**config.mk**
```make
export PLATFORM = sky130hd
export DESIGN_NAME = keyed_cfg_window
export DESIGN_NICKNAME = d
export VERILOG_FILES = /design/src/rtl/cfg_window_pkg.sv /design/src/rtl/cfg_key_ctrl.sv /design/src/rtl/cfg_reg_bank.sv /design/src/rtl/keyed_cfg_window.sv
export SDC_FILE = /design/constraint.sdc
export NUM_CORES = 2
export LEC_CHECK = 0
export ABC_AREA = 1
export CAP_MARGIN = 30
export CORE_UTILIZATION = 45
export DETAILED_ROUTE_END_ITERATION = 16
export SETUP_SLACK_MARGIN = 0.4
export SYNTH_ARGS = -nofsm -noshare
export SYNTH_HDL_FRONTEND = slang
export SYNTH_SLANG_ARGS = --single-unit
```
**constraint.sdc**
```tcl
create_clock -name clk -period 7 [get_ports clk]
set_input_delay 1.4 -clock clk [delete_from_list [all_inputs] [get_ports clk]]
set_output_delay 1.4 -clock clk [all_outputs]
set_load 0.02 [all_outputs]
```
**src/rtl/cfg_window_pkg.sv**
```systemverilog
package cfg_window_pkg;

  typedef enum logic [1:0] {
    KEY_LOCKED,
    KEY_HALF,
    KEY_OPEN
  } keyState_t;

  // Strobes from the control module to the datapath
  typedef struct packed {
    logic       unlocked;
    logic       dataWr;
    logic       hitSel;
    logic       hitGlobal;
    logic       hitBank;
    logic [7:0] index;
  } cfgStrobe_t;

endpackage

```
**src/rtl/cfg_key_ctrl.sv**
```systemverilog
module cfg_key_ctrl
  import cfg_window_pkg::*;
#(
  parameter logic [7:0] KEY_ENTER   = 8'h87,
  parameter logic [7:0] KEY_EXIT    = 8'hAA,
  parameter logic [7:0] SEL_INDEX   = 8'h07,
  parameter logic [7:0] GLOBAL_BASE = 8'h20,
  parameter logic [7:0] BANK_BASE   = 8'h30,
  parameter int         BANK_REGS   = 16
) (
  input  logic       clk,
  input  logic       rstN,
  input  logic       ioAddr,
  input  logic       ioWrite,
  input  logic [7:0] ioWData,
  output cfgStrobe_t strobe
);

  localparam logic [8:0] BANK_END = 9'(BANK_BASE) + 9'(BANK_REGS);

  keyState_t  keyState;
  logic [7:0] indexReg;
  logic       idxWr;
  logic       isOpen;

  assign idxWr  = ioWrite && !ioAddr;
  assign isOpen = (keyState == KEY_OPEN);

  always_ff @(posedge clk or negedge rstN) begin
    if (!rstN) begin
      keyState <= KEY_LOCKED;
      indexReg <= 8'h00;
    end else if (idxWr) begin
      unique case (keyState)
        KEY_LOCKED: keyState <= (ioWData == KEY_ENTER) ? KEY_HALF : KEY_LOCKED;
        KEY_HALF:   keyState <= (ioWData == KEY_ENTER) ? KEY_OPEN : KEY_LOCKED;
        KEY_OPEN: begin
          if (ioWData == KEY_EXIT) keyState <= KEY_LOCKED;
          else                     indexReg <= ioWData;
        end
        default:    keyState <= KEY_LOCKED;
      endcase
    end
  end

  always_comb begin
    strobe.unlocked  = isOpen;
    strobe.dataWr    = isOpen && ioWrite && ioAddr;
    strobe.index     = indexReg;
    strobe.hitSel    = (indexReg == SEL_INDEX);
    strobe.hitGlobal = (indexReg >= GLOBAL_BASE) && (indexReg < BANK_BASE);
    strobe.hitBank   = (indexReg >= BANK_BASE) && ({1'b0, indexReg} < BANK_END);
  end

  // opening only follows a key write on the previous edge
  a_r2_open_after_key: assert property (@(posedge clk) disable iff (!rstN)
    (isOpen && !$past(isOpen)) |-> $past(idxWr && ioWData == KEY_ENTER));

  // exit key always closes the window
  a_r4_exit_locks: assert property (@(posedge clk) disable iff (!rstN)
    (isOpen && idxWr && ioWData == KEY_EXIT) |=> !isOpen);

endmodule

```
**src/rtl/cfg_reg_bank.sv**
```systemverilog
module cfg_reg_bank
  import cfg_window_pkg::*;
#(
  parameter int          NUM_DEV     = 16,
  parameter int          BANK_REGS   = 16,
  parameter logic [7:0]  GLOBAL_BASE = 8'h20,
  parameter logic [7:0]  BANK_BASE   = 8'h30,
  parameter logic [15:0] CHIP_ID     = 16'hA235,
  parameter logic [7:0]  FDC_REG     = 8'h24,
  parameter int          FDC_BIT     = 1,
  parameter logic [7:0]  I2C_REG     = 8'h2A,
  parameter int          I2C_BIT     = 1
) (
  input  logic               clk,
  input  logic               rstN,
  input  cfgStrobe_t         strobe,
  input  logic               ioAddr,
  input  logic               ioRead,
  input  logic [7:0]         ioWData,
  output logic [7:0]         ioRData,
  output logic [NUM_DEV-1:0] devEnable,
  output logic               floppyEn,
  output logic               i2cSel
);

  localparam int GLOBAL_REGS = int'(BANK_BASE) - int'(GLOBAL_BASE);
  localparam int GW          = $clog2(GLOBAL_REGS);
  localparam int BW          = $clog2(BANK_REGS);
  localparam int DW          = $clog2(NUM_DEV);
  localparam int FDC_SLOT    = int'(FDC_REG) - int'(GLOBAL_BASE);
  localparam int I2C_SLOT    = int'(I2C_REG) - int'(GLOBAL_BASE);
  localparam int ID_SLOTS    = 2;

  logic [7:0]    devSel;
  logic [7:0]    globMem [GLOBAL_REGS];
  logic [7:0]    bankMem [NUM_DEV][BANK_REGS];
  logic [GW-1:0] gOff;
  logic [BW-1:0] bOff;
  logic [DW-1:0] devIdx;
  logic          devValid;
  logic [7:0]    regData;

  assign gOff     = GW'(strobe.index - GLOBAL_BASE);
  assign bOff     = BW'(strobe.index - BANK_BASE);
  assign devIdx   = DW'(devSel);
  assign devValid = int'(devSel) < NUM_DEV;

  always_ff @(posedge clk or negedge rstN) begin
    if (!rstN)                               devSel <= 8'h00;
    else if (strobe.dataWr && strobe.hitSel) devSel <= ioWData;
  end

  // Global bytes: ID slots are constants, the rest are writable
  for (genvar g = 0; g < GLOBAL_REGS; g++) begin : g_glob
    if (g < ID_SLOTS) begin : g_id
      assign globMem[g] = (g == 0) ? CHIP_ID[15:8] : CHIP_ID[7:0];
    end else begin : g_rw
      always_ff @(posedge clk or negedge rstN) begin
        if (!rstN) globMem[g] <= 8'h00;
        else if (strobe.dataWr && strobe.hitGlobal && gOff == GW'(g))
          globMem[g] <= ioWData;
      end
    end
  end

  // Per-device banked bytes
  for (genvar d = 0; d < NUM_DEV; d++) begin : g_dev
    always_ff @(posedge clk or negedge rstN) begin
      if (!rstN) begin
        for (int r = 0; r < BANK_REGS; r++) bankMem[d][r] <= 8'h00;
      end else if (strobe.dataWr && strobe.hitBank && devValid && devIdx == DW'(d)) begin
        bankMem[d][bOff] <= ioWData;
      end
    end
    assign devEnable[d] = bankMem[d][0][0];
  end

  assign floppyEn = globMem[FDC_SLOT][FDC_BIT];
  assign i2cSel   = globMem[I2C_SLOT][I2C_BIT];

  always_comb begin
    regData = 8'h00;
    if (strobe.hitSel)                   regData = devSel;
    else if (strobe.hitGlobal)           regData = globMem[gOff];
    else if (strobe.hitBank && devValid) regData = bankMem[devIdx][bOff];
    if (!strobe.unlocked)                ioRData = 8'hFF;
    else if (ioAddr)                     ioRData = regData;
    else                                 ioRData = strobe.index;
  end

  // locked window reads all ones
  a_r5_locked_reads_ff: assert property (@(posedge clk) disable iff (!rstN)
    (ioRead && !strobe.unlocked) |-> ioRData == 8'hFF);

  // state is frozen while locked
  a_r5_locked_frozen: assert property (@(posedge clk) disable iff (!rstN)
    !strobe.unlocked |=> ($stable(devSel) && $stable(floppyEn) && $stable(i2cSel)
                          && $stable(devEnable)));

  // enables move only after a write to the first banked register
  a_r9_enable_source: assert property (@(posedge clk) disable iff (!rstN)
    !$stable(devEnable) |-> $past(strobe.dataWr && strobe.hitBank && bOff == '0));

endmodule

```
**src/rtl/keyed_cfg_window.sv**
```systemverilog
module keyed_cfg_window
  import cfg_window_pkg::*;
#(
  parameter int          NUM_DEV   = 16,
  parameter int          BANK_REGS = 16,
  parameter logic [15:0] CHIP_ID   = 16'hA235
) (
  input  logic               clk,
  input  logic               rstN,
  input  logic               ioAddr,
  input  logic               ioWrite,
  input  logic               ioRead,
  input  logic [7:0]         ioWData,
  output logic [7:0]         ioRData,
  output logic               unlocked,
  output logic [NUM_DEV-1:0] devEnable,
  output logic               floppyEn,
  output logic               i2cSel
);

  cfgStrobe_t strobe;

  cfg_key_ctrl #(
    .BANK_REGS (BANK_REGS)
  ) i_ctrl (
    .clk     (clk),
    .rstN    (rstN),
    .ioAddr  (ioAddr),
    .ioWrite (ioWrite),
    .ioWData (ioWData),
    .strobe  (strobe)
  );

  cfg_reg_bank #(
    .NUM_DEV   (NUM_DEV),
    .BANK_REGS (BANK_REGS),
    .CHIP_ID   (CHIP_ID)
  ) i_regs (
    .clk       (clk),
    .rstN      (rstN),
    .strobe    (strobe),
    .ioAddr    (ioAddr),
    .ioRead    (ioRead),
    .ioWData   (ioWData),
    .ioRData   (ioRData),
    .devEnable (devEnable),
    .floppyEn  (floppyEn),
    .i2cSel    (i2cSel)
  );

  assign unlocked = strobe.unlocked;

endmodule

```
# Word level (Yosys, flattened, before mapping)
# Cells that the tools add are included.
[classes]
reduce_logical = 46
shift = 0
muxes = 36
bitwise_logic = 4
eq_ne = 35
addsub = 2
n_mul = 0
n_div = 0
order_cmp = 9
[ops]
columns = ["op", "count"]
rows = [
  ["bitwise mux 128 bit", 16],
  ["binary-select mux 128 bit (select 4 bit)", 1],
  ["2-to-1 mux 128 bit", 2],
  ["2-to-1 mux 8 bit", 10],
  ["binary-select mux 8 bit (select 4 bit)", 2],
  ["== test 4 bit (second input constant)", 16],
  ["logical AND 1 bit", 41],
  ["demux 8 bit (select 4 bit)", 1],
  ["== test 4 x 3 -> 1 bit (second input constant)", 8],
  ["== test 4 x 2 -> 1 bit (second input constant)", 4],
  ["== test 8 bit (second input constant)", 2],
  [">= comparator 8 x 6 -> 1 bit (second input constant)", 2],
  [">= comparator 5 bit (second input constant)", 3],
  ["NOT 4 -> 5 bit", 3],
  ["== test 8 x 3 -> 1 bit (second input constant)", 1],
  ["less-than comparator 8 x 5 -> 1 bit (second input constant)", 1],
  ["less-than comparator 8 x 6 -> 1 bit (second input constant)", 1],
  ["less-than comparator 8 x 7 -> 1 bit (second input constant)", 1],
  ["subtractor 4 x 1 -> 4 bit (second input constant)", 2],
  ["case mux 2 bit (3 select lines)", 1],
  ["less-than comparator 5 x 1 -> 1 bit (second input constant)", 1],
  ["== test 4 x 1 -> 1 bit (second input constant)", 1],
  ["logical NOT 4 bit", 1],
  ["2-to-1 mux 2 bit", 2],
  ["other kinds (9)", 9],
]
[word_totals]
ram_bits = 0
memories = 0
output_inout_bits = 27
romBits = 0
latchBits = 0
input_bits = 13
reg_bits = 2178

# Longest topological paths before layout
[depth]
word_depth = 12
depth_mapped = 20
mapped_depth_nobuf = 17

# Hierarchy
# A second synthesis with hierarchy kept.
[hier_totals]
cells_unflattened = 13241
area_unflattened_um2 = 100617.8
[by_module_without_submodules]
columns = ["module", "instances", "seq_area_each_um2", "cells_per_inst", "area_per_inst_um2"]
rows = [
  ["cfg_reg_bank", 1, 54252.0, 13160, 99984.6],
  ["cfg_key_ctrl", 1, 250.2, 81, 633.1],
]

# Least setup slack after synthesis
# OpenSTA, ideal clock, no wires.
[synth_path]
path_kind = "reg-to-output"
from = "reg i_regs.devSel[0]"
to = "out ioRData[4]"
arrival_ns = 2.101
setup_slack_ns = 3.499
stages_incl_launch_ff = 20
path_buffers = 4
required_time_ns = 5.600
cell_sequence = "dfrtp_1 buf_2 inv_2 clkbuf_1 buf_2 buf_2 nand3_1 nand4_1 nand2_1 nand2_1 o21ai_0 nand2_1 nor2_1 nor2_1 nor2_1 nand2_1 nand2_1 nand2_1 nand2_1 nand2_1"
[synth_between]
elab_chain_len = 12
word_cells_on_any_way = 14
[synth_rtl]
columns = ["item", "line_no", "source"]
rows = [
  ["start, declared", "cfg_reg_bank.sv:34", "logic [7:0] devSel;"],
  ["start signal, assigned", "cfg_reg_bank.sv:50", "else if (strobe.dataWr && strobe.hitSel) devSel <= ioWData;"],
  ["NOT 4 -> 5 bit (not written as such)", "cfg_reg_bank.sv:85", "else if (strobe.hitBank && devValid) regData = bankMem[devIdx][bOff];"],
  ["binary-select mux 128 bit (select 4 bit)", "cfg_reg_bank.sv:85", ""],
  ["2-to-1 mux 128 bit (not written as such) (2 in a row)", "cfg_reg_bank.sv:85", ""],
  ["binary-select mux 8 bit (select 4 bit)", "cfg_reg_bank.sv:85", ""],
  ["2-to-1 mux 8 bit (not written as such) (2 in a row)", "cfg_reg_bank.sv:85", ""],
  ["2-to-1 mux 8 bit (*)", "cfg_reg_bank.sv:85", ""],
  ["2-to-1 mux 8 bit (*)", "cfg_reg_bank.sv:84", "else if (strobe.hitGlobal) regData = globMem[gOff];"],
  ["2-to-1 mux 8 bit (*)", "cfg_reg_bank.sv:83", "if (strobe.hitSel) regData = devSel;"],
  ["2-to-1 mux 8 bit (*)", "cfg_reg_bank.sv:87", "else if (ioAddr) ioRData = regData;"],
  ["2-to-1 mux 8 bit (*)", "cfg_reg_bank.sv:86", "if (!strobe.unlocked) ioRData = 8'hFF;"],
  ["end, declared", "keyed_cfg_window.sv:14", "output logic [7:0] ioRData,"],
]
# Every way passes the cells marked *; elsewhere a longest branch is shown, timed or not. The select of a mux whose other input is x is not followed.

# Worst setup path after layout
[layout_path]
from = "reg i_regs.devSel[1]"
to = "out ioRData[7]"
# The elaborated chain is that of the path after synthesis.

==> impl_metrics.ini <==
[run_status]
run_status = complete, no violations

[floorplan]
floorplan.die.height_um = 480
die_ar_um2 = 230000
initial_core_util_pct = 45.5
top_level_pins = 40
rows = 174
core_region_area_um2 = 226000
die-width_um = 480

[global_route]
grtUsageTotal_pct = 27.3
antenna_found_initial = 7
grt_max_degree = 192
grt_first_pass_wirelength_mm = 492
via_count_of_the_first_global_routing_pass = 81800
global_route.overflow_total = 0

[cts]
numCtsBuffers = 229
clock_slew_seen_by_the_registers_of_the_worst_setup_and_hold_paths_ps = 60
cts_tree = yes
cts_htree_levels = 4
insertion_delay_ps = 900
clkSinkCount = 2178
ctsRootBufferMaster = sky130_fd_sc_hd__clkbuf_16
cts_max_path_buffers = 3

[setup_path]
critical_path.startpoint_type = flop
worst-path-buf-inv = 4
cpLargestDelayFamily = simple AND/OR/NAND/NOR gates
crit_path_max_fanout = 47
reg2reg_depth = 8
worstSetupEndpointType = output port
critPathSlowestCell = sky130_fd_sc_hd__dfrtp_4
cpPeakStageDelay_ps = 660
worst_path_most_repeated_cell = sky130_fd_sc_hd__nand2_1
worstReg2RegEnd = i_regs.bankMem[37]
critical_path.reg2reg.startpoint = i_regs.devSel[1]
crit_arrival_ps = 5090
cp.required_ps = 5600
timing.critical_path.cells = inv_16, nor2_4, buf_4, clkbuf_16, nand2_1, nand4_1, nand2_1, nand2_1, o21ai_0, nand2_1, nor2_1, nor2_1, nor2_1, nand2_1, nand2_1, nand2_1, nand2_1, nand2_1, clkdlybuf4s50_1
timing_worst_setup_path_type = reg -> out
rrSetupSlack_ps = 2870

[power_and_ir_drop]
switching_share_pct = 22.3
power-per-cell-area_nw_per_um2 = 230
seq_power_share_pct = 48.9
leakage_nw = 55.3
peakVddDrop_mv = 0.206
power.switching_mw = 5.73
power.internal_mw = 20.0
clock_network_fraction_of_total_power_pct = 48.8
power.total_mw = 25.7
power.combinational.fraction_pct = 2.2

[layout]
flow.area_growth_from_synthesis_pct = 8.76
num-nets-final = 12500
post_route_cells_drive_above_1_share_pct = 6.64
stdcell_count = 15700
finish.instance_area_um2 = 112000
fillers = 21800
layout_common_cells = 6,494 x sky130_fd_sc_hd__nand2_1, 2,176 x sky130_fd_sc_hd__dfrtp_1, 1,492 x sky130_fd_sc_hd__o21ai_0, 713 x sky130_fd_sc_hd__o21ai_1, 562 x sky130_fd_sc_hd__nand3_1
layout.area.seq_um2 = 54500
postLayoutCoreUtil_pct = 49.4
multi_input_comb_area_um2 = 42700
layout_commonest_cell = sky130_fd_sc_hd__nand2_1

[routing]
drc_errors = 0
drt-vias-per-instance = 5.46
drtIter0Drc = 8693
vias = 85800
detailedRoute.firstPassIterationCount = 7
routed_wirelength_mm = 314
wl_per_cell_um = 20.0
route.antenna.remaining_nets = 0

[sta]
slew_viol_final = 0
whs_ps = 449
worst_slack_ps = 508
setup_viol = 0
finClkSkew_ps = 49.8
clock.fmax_mhz = 154
timing.final.crit_share_pct = 92.7
setup_total_negative_slack_ps = 0
report.final.hold_viol_count = 0
relSlewSlack_pct = 19.2
worst_pin_slew_ps = 1210
rsz0062_at_grt = false
finalCriticalPeriod_ps = 6490

[synth]
synth.yosys.seq_area_share_pct = 53.1
synthArstFlopShare_pct = 100
yosys_synthesis_warning_count = 0
ys_seq_elements = 2178
post_synthesis_instance_area_um2 = 103000
post_synth.cell_area_avg_um2 = 7.85
syn-num-nets = 13100
postSynth.topFlopCell = sky130_fd_sc_hd__dfrtp_1
synthDistinctLibCells = 37
edff_count_synth = 0
synthCells = 13100

[placed_design]
place_inst = 15300
dp_hpwl_mm = 181
setup_slack_at_placement_ps = 1140
routabilityCongestion = 0.907
placed_area_um2 = 104000
port_buffers = 38

[min_path]
hold_path.class = in -> async

[job]
drv.max_cap_violation_count = 0
==> how the worst max path moves through the flow <==
| stage | startpoint | end | cells past startpoint |
|---|---|---|---|
| final | i_regs.devSel[1] | ioRData[7] | 19 |
| after detailed placement | i_regs.devSel[0] | ioRData[3] | 19 |
| after CTS | i_regs.devSel[0] | ioRData[3] | 19 |
| after global routing | i_regs.devSel[3] | ioRData[4] | 17 |
| after global placement | i_regs.devSel[0] | ioRData[3] | 19 |
| after floorplan | i_regs.devSel[0] | ioRData[4] | 19 |
==> per-layer routing <==
layer / track usage, % / share of wire, % / up-vias
met3: 4.11 / 6.5 / 458
li1: - / - / 40900
met2: 43.1 / 45 / 2729
met5: 0 / 0 / -
met1: 38.5 / 45 / 41700
met4: 9.22 / 3.4 / 0
==> power by group through the flow <==
stage / clock [mW] / sequential, mW / combinational [mW]
floorplan: 0 / 12.8 / 0.156
global placement: 0 / 12.8 / 0.580
detailed placement: 0 / 12.8 / 0.589
CTS: 12.8 / 12.6 / 0.589
global route: 13.3 / 12.6 / 0.635
finish: 12.6 / 12.6 / 0.573
==> layout make-up <==
cell class	count	share of cell area, %
multi-input cells	9840	38.2
diodes	1	0.00224
flip-flops and latches	2178	48.8
inverters	45	0.243
repair buffers	221	2.31
clock inverters	68	0.687
clock buffers	358	6.32
well taps	2992	3.35
==> synthesized netlist by cell type (17+ instances only) <==
library cell / instances / area (µm²)
sky130_fd_sc_hd__a21oi_1: 18 / 90.1
sky130_fd_sc_hd__a22oi_1: 47 / 353
sky130_fd_sc_hd__buf_1: 36 / 135
sky130_fd_sc_hd__buf_2: 73 / 365
sky130_fd_sc_hd__buf_4: 29 / 218
sky130_fd_sc_hd__buf_6: 160 / 1800
sky130_fd_sc_hd__clkbuf_1: 694 / 2610
sky130_fd_sc_hd__dfrtp_1: 2178 / 54500
sky130_fd_sc_hd__inv_1: 34 / 128
sky130_fd_sc_hd__nand2_1: 6496 / 24400
sky130_fd_sc_hd__nand2_4: 100 / 1130
sky130_fd_sc_hd__nand3_1: 562 / 2810
sky130_fd_sc_hd__nand4_1: 131 / 820
sky130_fd_sc_hd__nor2_1: 105 / 394
sky130_fd_sc_hd__nor3_4: 17 / 277
sky130_fd_sc_hd__o21ai_0: 1497 / 7490
sky130_fd_sc_hd__o21ai_1: 709 / 3550
sky130_fd_sc_hd__o21ai_2: 107 / 937
==> flip-flops by register name (all words and copies together) (netlist names) <==
signal / flops
i_regs.i2cSel: 1
i_regs.floppyEn: 1
i_regs.devSel: 8
i_regs.devEnable: 16
i_ctrl.keyState: 2
i_ctrl.indexReg: 8
i_regs.globMem: 110
i_regs.bankMem: 2032
==> cells by family after synthesis <==
family,after synthesis,synth area share (%)
flops,2178,53.1
compound gates,2393,12.2
simple gates,7447,29.3
buf+inv,1048,5.37
==> worst reg2reg max path: stages, from the launching register on <==
cell and delay (ps):
sky130_fd_sc_hd__dfrtp_4 710, sky130_fd_sc_hd__buf_4 770, sky130_fd_sc_hd__buf_4 410, sky130_fd_sc_hd__nand2_1 340
sky130_fd_sc_hd__nor3_4 730, sky130_fd_sc_hd__buf_12 360, sky130_fd_sc_hd__nand2_1 380, sky130_fd_sc_hd__nand2_1 160
sky130_fd_sc_hd__o21ai_0 100
==> timing repair <==
action                                  4_1_cts  5_1_grt
pin swaps                                     0        1
gates cloned                                  0        1
endpoints found under the setup margin        8        8
setup buffers                                 1        8
hold buffers                                  0        0
gates resized for setup                       4       16
Note: power is estimated with default switching activity, not from simulation.
